<file path="config.mk">
export PLATFORM = sky130hd
export DESIGN_NAME = tot_event_lister
export DESIGN_NICKNAME = d
export VERILOG_FILES = /design/src/rtl/tot_lister_pkg.sv /design/src/rtl/tot_ts_counter.sv /design/src/rtl/tot_pulse_meter.sv /design/src/rtl/tot_event_fifo.sv /design/src/rtl/tot_readout.sv /design/src/rtl/tot_event_lister.sv
export SDC_FILE = /design/constraint.sdc
export NUM_CORES = 1
export LEC_CHECK = 0
export ABC_AREA = 1
export BUFFER_PORTS_ARGS = -buffer_cell sky130_fd_sc_hd__buf_2
export CAP_MARGIN = 20
export CORE_ASPECT_RATIO = 1.75
export CORE_MARGIN = 10
export CORE_UTILIZATION = 45
export CTS_CLUSTER_SIZE = 16
export DETAILED_ROUTE_END_ITERATION = 8
export GPL_TIMING_DRIVEN = 0
export MAX_ROUTING_LAYER = met4
export PLACE_DENSITY = 0.68
export SLEW_MARGIN = 10
export SYNTH_ARGS = -nofsm -noshare
export SYNTH_HDL_FRONTEND = slang
export SYNTH_SLANG_ARGS = --single-unit
</file>
<file path="constraint.sdc">
create_clock -name clk -period 16.9 [get_ports clk]
set_input_delay 0.845 -clock clk [delete_from_list [all_inputs] [get_ports clk]]
set_output_delay 0.845 -clock clk [all_outputs]
set_load 0.02 [all_outputs]
</file>
<file path="src/rtl/tot_lister_pkg.sv">
package tot_lister_pkg;

  // Output serializer phases.
  typedef enum logic [1:0] {
    RO_IDLE  = 2'd0,
    RO_FETCH = 2'd1,
    RO_WORD0 = 2'd2,
    RO_WORD1 = 2'd3
  } ro_state_t;

endpackage

</file>
<file path="src/rtl/tot_ts_counter.sv">
module tot_ts_counter #(
  parameter int TS_W = 32
) (
  input  logic            clk,
  input  logic            rst,
  input  logic            clr,
  output logic [TS_W-1:0] ts
);

  always_ff @(posedge clk) begin
    if (rst || clr) ts <= '0;
    else            ts <= ts + 1'b1;
  end

endmodule

</file>
<file path="src/rtl/tot_pulse_meter.sv">
module tot_pulse_meter #(
  parameter int TS_W   = 32,
  parameter int DUR_W  = 32,
  parameter int WORD_W = 32
) (
  input  logic              clk,
  input  logic              rst,
  input  logic              run_bit,
  input  logic              tot_in,
  input  logic [TS_W-1:0]   ts,
  output logic              run_pulse,
  output logic              ev_wr,
  output logic [2*WORD_W-1:0] ev_rec
);

  localparam logic [DUR_W-1:0] DUR_MAX = {DUR_W{1'b1}};

  logic             run_q;
  logic             tot_q;
  logic             armed;
  logic [TS_W-1:0]  ts_lat;
  logic [DUR_W-1:0] dur;
  logic             tot_rise;
  logic             tot_fall;

  assign run_pulse = run_bit & ~run_q;
  assign tot_rise  = tot_in & ~tot_q;
  assign tot_fall  = ~tot_in & tot_q;

  always_ff @(posedge clk) begin
    if (rst) begin
      run_q  <= 1'b0;
      tot_q  <= 1'b0;
      armed  <= 1'b0;
      ts_lat <= '0;
      dur    <= '0;
      ev_wr  <= 1'b0;
      ev_rec <= '0;
    end else begin
      run_q <= run_bit;
      tot_q <= tot_in;
      ev_wr <= 1'b0;
      if (run_pulse) begin
        // Start of a run: clear the measurement and forget any open pulse.
        dur   <= '0;
        armed <= 1'b0;
      end else if (tot_rise) begin
        ts_lat <= ts;
        dur    <= DUR_W'(1);
        armed  <= run_q;
      end else if (tot_in && tot_q) begin
        if (dur != DUR_MAX) dur <= dur + 1'b1;
        if (!run_bit) armed <= 1'b0;
      end else if (tot_fall) begin
        ev_wr  <= armed & run_bit;
        ev_rec <= {WORD_W'(dur), WORD_W'(ts_lat)};
        armed  <= 1'b0;
      end
    end
  end

endmodule

</file>
<file path="src/rtl/tot_event_fifo.sv">
module tot_event_fifo #(
  parameter int WIDTH = 64,
  parameter int DEPTH = 16
) (
  input  logic             clk,
  input  logic             rst,
  input  logic             push_req,
  input  logic [WIDTH-1:0] wdata,
  input  logic             pop_req,
  output logic [WIDTH-1:0] rdata,
  output logic             empty,
  output logic             full,
  output logic             overflow
);

  localparam int AW = (DEPTH > 1) ? $clog2(DEPTH) : 1;
  localparam int CW = AW + 1;
  localparam logic [AW-1:0] LAST = AW'(DEPTH - 1);
  localparam logic [CW-1:0] CAP  = CW'(DEPTH);

  logic [WIDTH-1:0] mem [DEPTH];
  logic [AW-1:0]    wptr;
  logic [AW-1:0]    rptr;
  logic [CW-1:0]    count;
  logic             do_push;
  logic             do_pop;

  assign empty   = (count == '0);
  assign full    = (count == CAP);
  assign do_push = push_req & ~full;
  assign do_pop  = pop_req & ~empty;

  // Storage without reset so that it maps onto block RAM.
  always_ff @(posedge clk) begin
    if (do_push) mem[wptr] <= wdata;
    if (do_pop)  rdata     <= mem[rptr];
  end

  always_ff @(posedge clk) begin
    if (rst) begin
      wptr     <= '0;
      rptr     <= '0;
      count    <= '0;
      overflow <= 1'b0;
    end else begin
      if (do_push) wptr <= (wptr == LAST) ? '0 : wptr + 1'b1;
      if (do_pop)  rptr <= (rptr == LAST) ? '0 : rptr + 1'b1;
      if (do_push && !do_pop)      count <= count + 1'b1;
      else if (do_pop && !do_push) count <= count - 1'b1;
      if (push_req && full) overflow <= 1'b1;
    end
  end

endmodule

</file>
<file path="src/rtl/tot_readout.sv">
module tot_readout
  import tot_lister_pkg::*;
#(
  parameter int WORD_W = 32
) (
  input  logic                clk,
  input  logic                rst,
  input  logic                cfg_en,
  input  logic                fifo_empty,
  input  logic [2*WORD_W-1:0] fifo_rdata,
  input  logic                rd_ack,
  output logic                pop_req,
  output logic [WORD_W-1:0]   rd_data,
  output logic                rd_valid,
  output logic                busy
);

  ro_state_t state;

  assign pop_req = (state == RO_IDLE) && cfg_en && !fifo_empty;
  assign busy    = (state != RO_IDLE);

  always_ff @(posedge clk) begin
    if (rst) begin
      state    <= RO_IDLE;
      rd_data  <= '0;
      rd_valid <= 1'b0;
    end else begin
      unique case (state)
        RO_IDLE: if (pop_req) state <= RO_FETCH;
        RO_FETCH: begin
          rd_data  <= fifo_rdata[2*WORD_W-1:WORD_W];
          rd_valid <= 1'b1;
          state    <= RO_WORD0;
        end
        RO_WORD0: if (rd_ack) begin
          rd_data <= fifo_rdata[WORD_W-1:0];
          state   <= RO_WORD1;
        end
        RO_WORD1: if (rd_ack) begin
          rd_valid <= 1'b0;
          state    <= RO_IDLE;
        end
        default: state <= RO_IDLE;
      endcase
    end
  end

endmodule

</file>
<file path="src/rtl/tot_event_lister.sv">
module tot_event_lister #(
  parameter int TS_W  = 32,
  parameter int DUR_W = 32,
  parameter int DEPTH = 16
) (
  input  logic        clk,
  input  logic        rst,
  input  logic        t0_clr,
  input  logic        run_bit,
  input  logic        tot_in,
  input  logic        rd_cfg_en,
  input  logic        rd_ack,
  output logic [31:0] rd_data,
  output logic        rd_valid,
  output logic        buf_empty,
  output logic        buf_full,
  output logic        rd_busy,
  output logic        ovf_flag
);

  localparam int WORD_W = 32;
  localparam int REC_W  = 2 * WORD_W;

  logic [TS_W-1:0]  ts;
  logic             run_pulse;
  logic             ev_wr;
  logic [REC_W-1:0] ev_rec;
  logic [REC_W-1:0] fifo_q;
  logic             ro_pop;

  tot_ts_counter #(.TS_W(TS_W)) u_ts (
    .clk (clk),
    .rst (rst),
    .clr (t0_clr | run_pulse),
    .ts  (ts)
  );

  tot_pulse_meter #(.TS_W(TS_W), .DUR_W(DUR_W), .WORD_W(WORD_W)) u_meter (
    .clk       (clk),
    .rst       (rst),
    .run_bit   (run_bit),
    .tot_in    (tot_in),
    .ts        (ts),
    .run_pulse (run_pulse),
    .ev_wr     (ev_wr),
    .ev_rec    (ev_rec)
  );

  tot_event_fifo #(.WIDTH(REC_W), .DEPTH(DEPTH)) u_fifo (
    .clk      (clk),
    .rst      (rst),
    .push_req (ev_wr),
    .wdata    (ev_rec),
    .pop_req  (ro_pop),
    .rdata    (fifo_q),
    .empty    (buf_empty),
    .full     (buf_full),
    .overflow (ovf_flag)
  );

  tot_readout #(.WORD_W(WORD_W)) u_ro (
    .clk        (clk),
    .rst        (rst),
    .cfg_en     (rd_cfg_en),
    .fifo_empty (buf_empty),
    .fifo_rdata (fifo_q),
    .rd_ack     (rd_ack),
    .pop_req    (ro_pop),
    .rd_data    (rd_data),
    .rd_valid   (rd_valid),
    .busy       (rd_busy)
  );

endmodule

</file>
==> reports/qor.txt <==
==================================================================================
Result of the run ................................................... finished clean
Most repeated cell in the gate-level netlist after synthesis ........ sky130_fd_sc_hd__edfxtp_1
Hold depth ..........................................................            3
Clk pin slew, worst setup/hold paths ................................      0.07 ns
Total of endpoints with negative setup slack in the final report ....            0
Hold crit path type .................................................       in2reg
Area share of the leading cell type in the synthesized netlist ......        0.642
Fin. Hold Viols .....................................................            0
Max Fclk ............................................................    0.306 GHz
Required time reported for the critical path endpoint ...............     17.35 ns
Worst-Skew Late Latency .............................................      0.72 ns
Horizontal die dimension ............................................       274 µm
Critical path peak fanout ...........................................           10
Pre-Repair DR Iteration Count .......................................            6
Buffer depth of the longest clock path ..............................            3
Combined area of the multi-input logic cells ........................    12400 µm²
Sort of element at the end of the critical path .....................    flip-flop
Placed wire-length estimate after detailed placement ................    114000 µm
Post-CTS setup-driven buffer insertion count ........................            0
Yosys warnings ......................................................            0
H-tree depth ........................................................            3
Combined flip-flop and latch cell area ..............................    36900 µm²
Register area share after synthesis .................................        0.726
Pin count of the biggest net entering global routing ................           44
Setup TNS Final .....................................................         0 ns
R2r worst-path depth ................................................            7
Detailed Route Iter0 Violations .....................................         3783
Total global-route track usage ......................................        0.252
Leading area contributor after synthesis ............................ sky130_fd_sc_hd__edfxtp_1
Post-layout net count ...............................................         4497
Die footprint .......................................................   127000 µm²
Worst Max-Slew Pin Slew .............................................      1.12 ns
Proportion of layout cells with a drive suffix above 1 ..............       0.0872
Count of boundary I/O pins ..........................................           44
Global-route wire length before repair ..............................    227000 µm
Layout fillers ......................................................         9540
Post-Synthesis Cell Area ............................................    50900 µm²
Count of max-cap constraint violations ..............................            0
Data arrival, critical path .........................................      3.71 ns
Count of input and output buffers ...................................           42
Minimum clock period ................................................      3.26 ns
Type of the worst setup path ........................................      reg2reg
Top post-synthesis cells by area .................................... sky130_fd_sc_hd__edfxtp_1 (64%), sky130_fd_sc_hd__dfxtp_1 (8.4%), sky130_fd_sc_hd__o21ai_0 (6.6%), sky130_fd_sc_hd__nor2_1 (6.1%), sky130_fd_sc_hd__nand2_1 (3.1%)
Area of the core region .............................................   113000 µm²
Headroom to the max-slew limit ......................................        0.250
Type of element launching the critical path .........................    flip-flop
Cell chosen for the clock root ...................................... sky130_fd_sc_hd__clkbuf_16
Starting density of the core ........................................        0.452
Hold buffers post-CTS ...............................................            0
Remaining global-route overflow .....................................            0
DRC violation count after routing ...................................            0
Antenna violations before repair ....................................            9
Number of global-route vias before repair ...........................        35200
Leakage component of the power ......................................    0.0193 µW
Signed area change from the synthesized netlist to the final layout .        13.9%
EDFF count, synth ...................................................         1088
Most used DFF post-synth ............................................ sky130_fd_sc_hd__edfxtp_1
Avg Inst Size Synth .................................................     11.9 µm²
Leading post-synthesis cells by instance count ...................... sky130_fd_sc_hd__edfxtp_1 (1088), sky130_fd_sc_hd__nor2_1 (823), sky130_fd_sc_hd__o21ai_0 (668)
Util after Layout ...................................................        0.514
Number of buffers created by CTS ....................................          106
Via density per instance ............................................         5.86
Final period util ...................................................        0.193
Y dimension of the die ..............................................       465 µm
Wire length reported by the detailed router .........................    159000 µm
Average detailed-routed wire length per instance ....................      26.2 µm
Post-synthesis instance total .......................................         4268
Power per standard cell area ........................................   153 nW/µm²
RSZ-0062 raised after global routing ................................           no
Synth Register Bits .................................................         1301
Gpl congestion ......................................................        0.944
Worst IR Drop VDD ...................................................  0.0000932 V
CTS tree ............................................................          yes
Synth unique cells ..................................................           42
Async S/R FF share, synth ...........................................            0
Final count of pins violating max slew ..............................            0
Total nets after synthesis ..........................................         4292
Worst Clk Skew ......................................................    0.0248 ns
Site row count ......................................................          163
Detailed-route via count ............................................        35500
Total of cells resized after clock tree synthesis ...................            0
Clock sink count ....................................................         1301
Remaining number of nets flagged by the antenna check after routing .            0
==================================================================================
[final timing paths]
kind	startpoint	end	slack (ns)
worst max-delay path	u_fifo.rptr[1]	u_fifo.rdata[53]	13.64
worst min-delay path	run_bit	u_meter.run_q	0.37
worst max register to register	u_fifo.rptr[1]	u_fifo.rdata[53]	13.64
worst min register to register	u_ts.ts[29]	u_ts.ts[29]	0.46
[worst max-delay path, cell delays in order (launching register included)]
cell                       delay [ns]
sky130_fd_sc_hd__dfxtp_1         0.40
sky130_fd_sc_hd__buf_2           0.33
sky130_fd_sc_hd__buf_2           0.56
sky130_fd_sc_hd__clkbuf_1        0.62
sky130_fd_sc_hd__o21ai_0         0.20
sky130_fd_sc_hd__o22ai_1         0.34
sky130_fd_sc_hd__nand2_1         0.09
sky130_fd_sc_hd__nand3_1         0.41
[area by class of cell]
type                    instances  share of cell area
diodes                          9            0.000389
flip-flops and latches       1301               0.638
multi-input cells            2584               0.215
plain buffers                 264              0.0200
inverters                     119             0.00780
repair buffers                 97              0.0237
well taps                    1485              0.0321
clock buffers                 146              0.0527
clock inverters                51              0.0108
[stage by stage]
step / total power, µW / setup WS, ns / cell area, µm² / hold WS [ns] / std cells
global route: 9130 / 13.57 / 57900 / 0.386 / 6054
floorplan: 5110 / 11.05 / 50900 / 0.424 / 4268
global placement: 6180 / 6.34 / 52900 / 0.449 / 5795
detailed placement: 6220 / 13.81 / 54200 / 0.454 / 5850
CTS: 8800 / 13.76 / 57900 / 0.337 / 6047
finish: 8840 / 13.64 / 57900 / 0.374 / 6056
[sequential cells by signal, summed over array words and instances, names as in the netlist, 2 cells and up]
register        cells
u_fifo.wptr         4
u_fifo.rdata       64
u_meter.ev_rec     64
u_fifo.rptr         4
u_ro.state          2
u_meter.ts_lat     32
u_fifo.count        5
u_meter.dur        32
u_ts.ts            32
u_fifo.mem       1024
u_ro.rd_data       32
[kinds of logic after synthesis]
family,synth area share
xor gates and xnor gates,0.00310
DFF,0.726
buffers and inverters,0.0315
AOI/OAI and AO/OA,0.121
adders and majority gates,0.00433
and+or+nand+nor,0.113
[report_power, final]
part | internal, µW | switching [µW]
logic | 609 | 1840
clock network | 1480 | 1140
registers | 3640 | 136
[metal layers]
metal	wire, µm	up-vias	track usage
met5	0	-	-
li1	-	15800	-
met4	13000	0	0.183
met3	13400	582	0.0478
met1	51300	17200	0.254
met2	81100	1913	0.432
[cells in the final DEF (no fill, tap or decap), types with 5 or more instances in the layout]
master	n
sky130_fd_sc_hd__xor2_1	17
sky130_fd_sc_hd__clkbuf_8	12
sky130_fd_sc_hd__clkinv_1	12
sky130_fd_sc_hd__ha_1	16
sky130_fd_sc_hd__edfxtp_1	1088
sky130_fd_sc_hd__o221ai_1	39
sky130_fd_sc_hd__clkbuf_1	197
sky130_fd_sc_hd__buf_1	11
sky130_fd_sc_hd__bufinv_16	14
sky130_fd_sc_hd__buf_4	7
sky130_fd_sc_hd__nand2_2	7
sky130_fd_sc_hd__clkbuf_16	112
sky130_fd_sc_hd__inv_2	5
sky130_fd_sc_hd__o21ai_1	30
sky130_fd_sc_hd__dfxtp_1	213
sky130_fd_sc_hd__o211ai_1	89
sky130_fd_sc_hd__a21oi_1	96
sky130_fd_sc_hd__buf_6	12
sky130_fd_sc_hd__nor3_1	21
sky130_fd_sc_hd__o22ai_1	128
sky130_fd_sc_hd__nand3_1	147
sky130_fd_sc_hd__nor2_1	807
sky130_fd_sc_hd__buf_16	20
sky130_fd_sc_hd__buf_2	106
sky130_fd_sc_hd__inv_1	111
sky130_fd_sc_hd__nand2_1	422
sky130_fd_sc_hd__a21oi_2	19
sky130_fd_sc_hd__nor2_4	17
sky130_fd_sc_hd__buf_12	26
sky130_fd_sc_hd__diode_2	9
sky130_fd_sc_hd__clkinv_2	17
sky130_fd_sc_hd__nand4_1	13
sky130_fd_sc_hd__o21ai_0	668
sky130_fd_sc_hd__a31oi_1	32
Note: power is estimated with default switching activity, not from simulation.
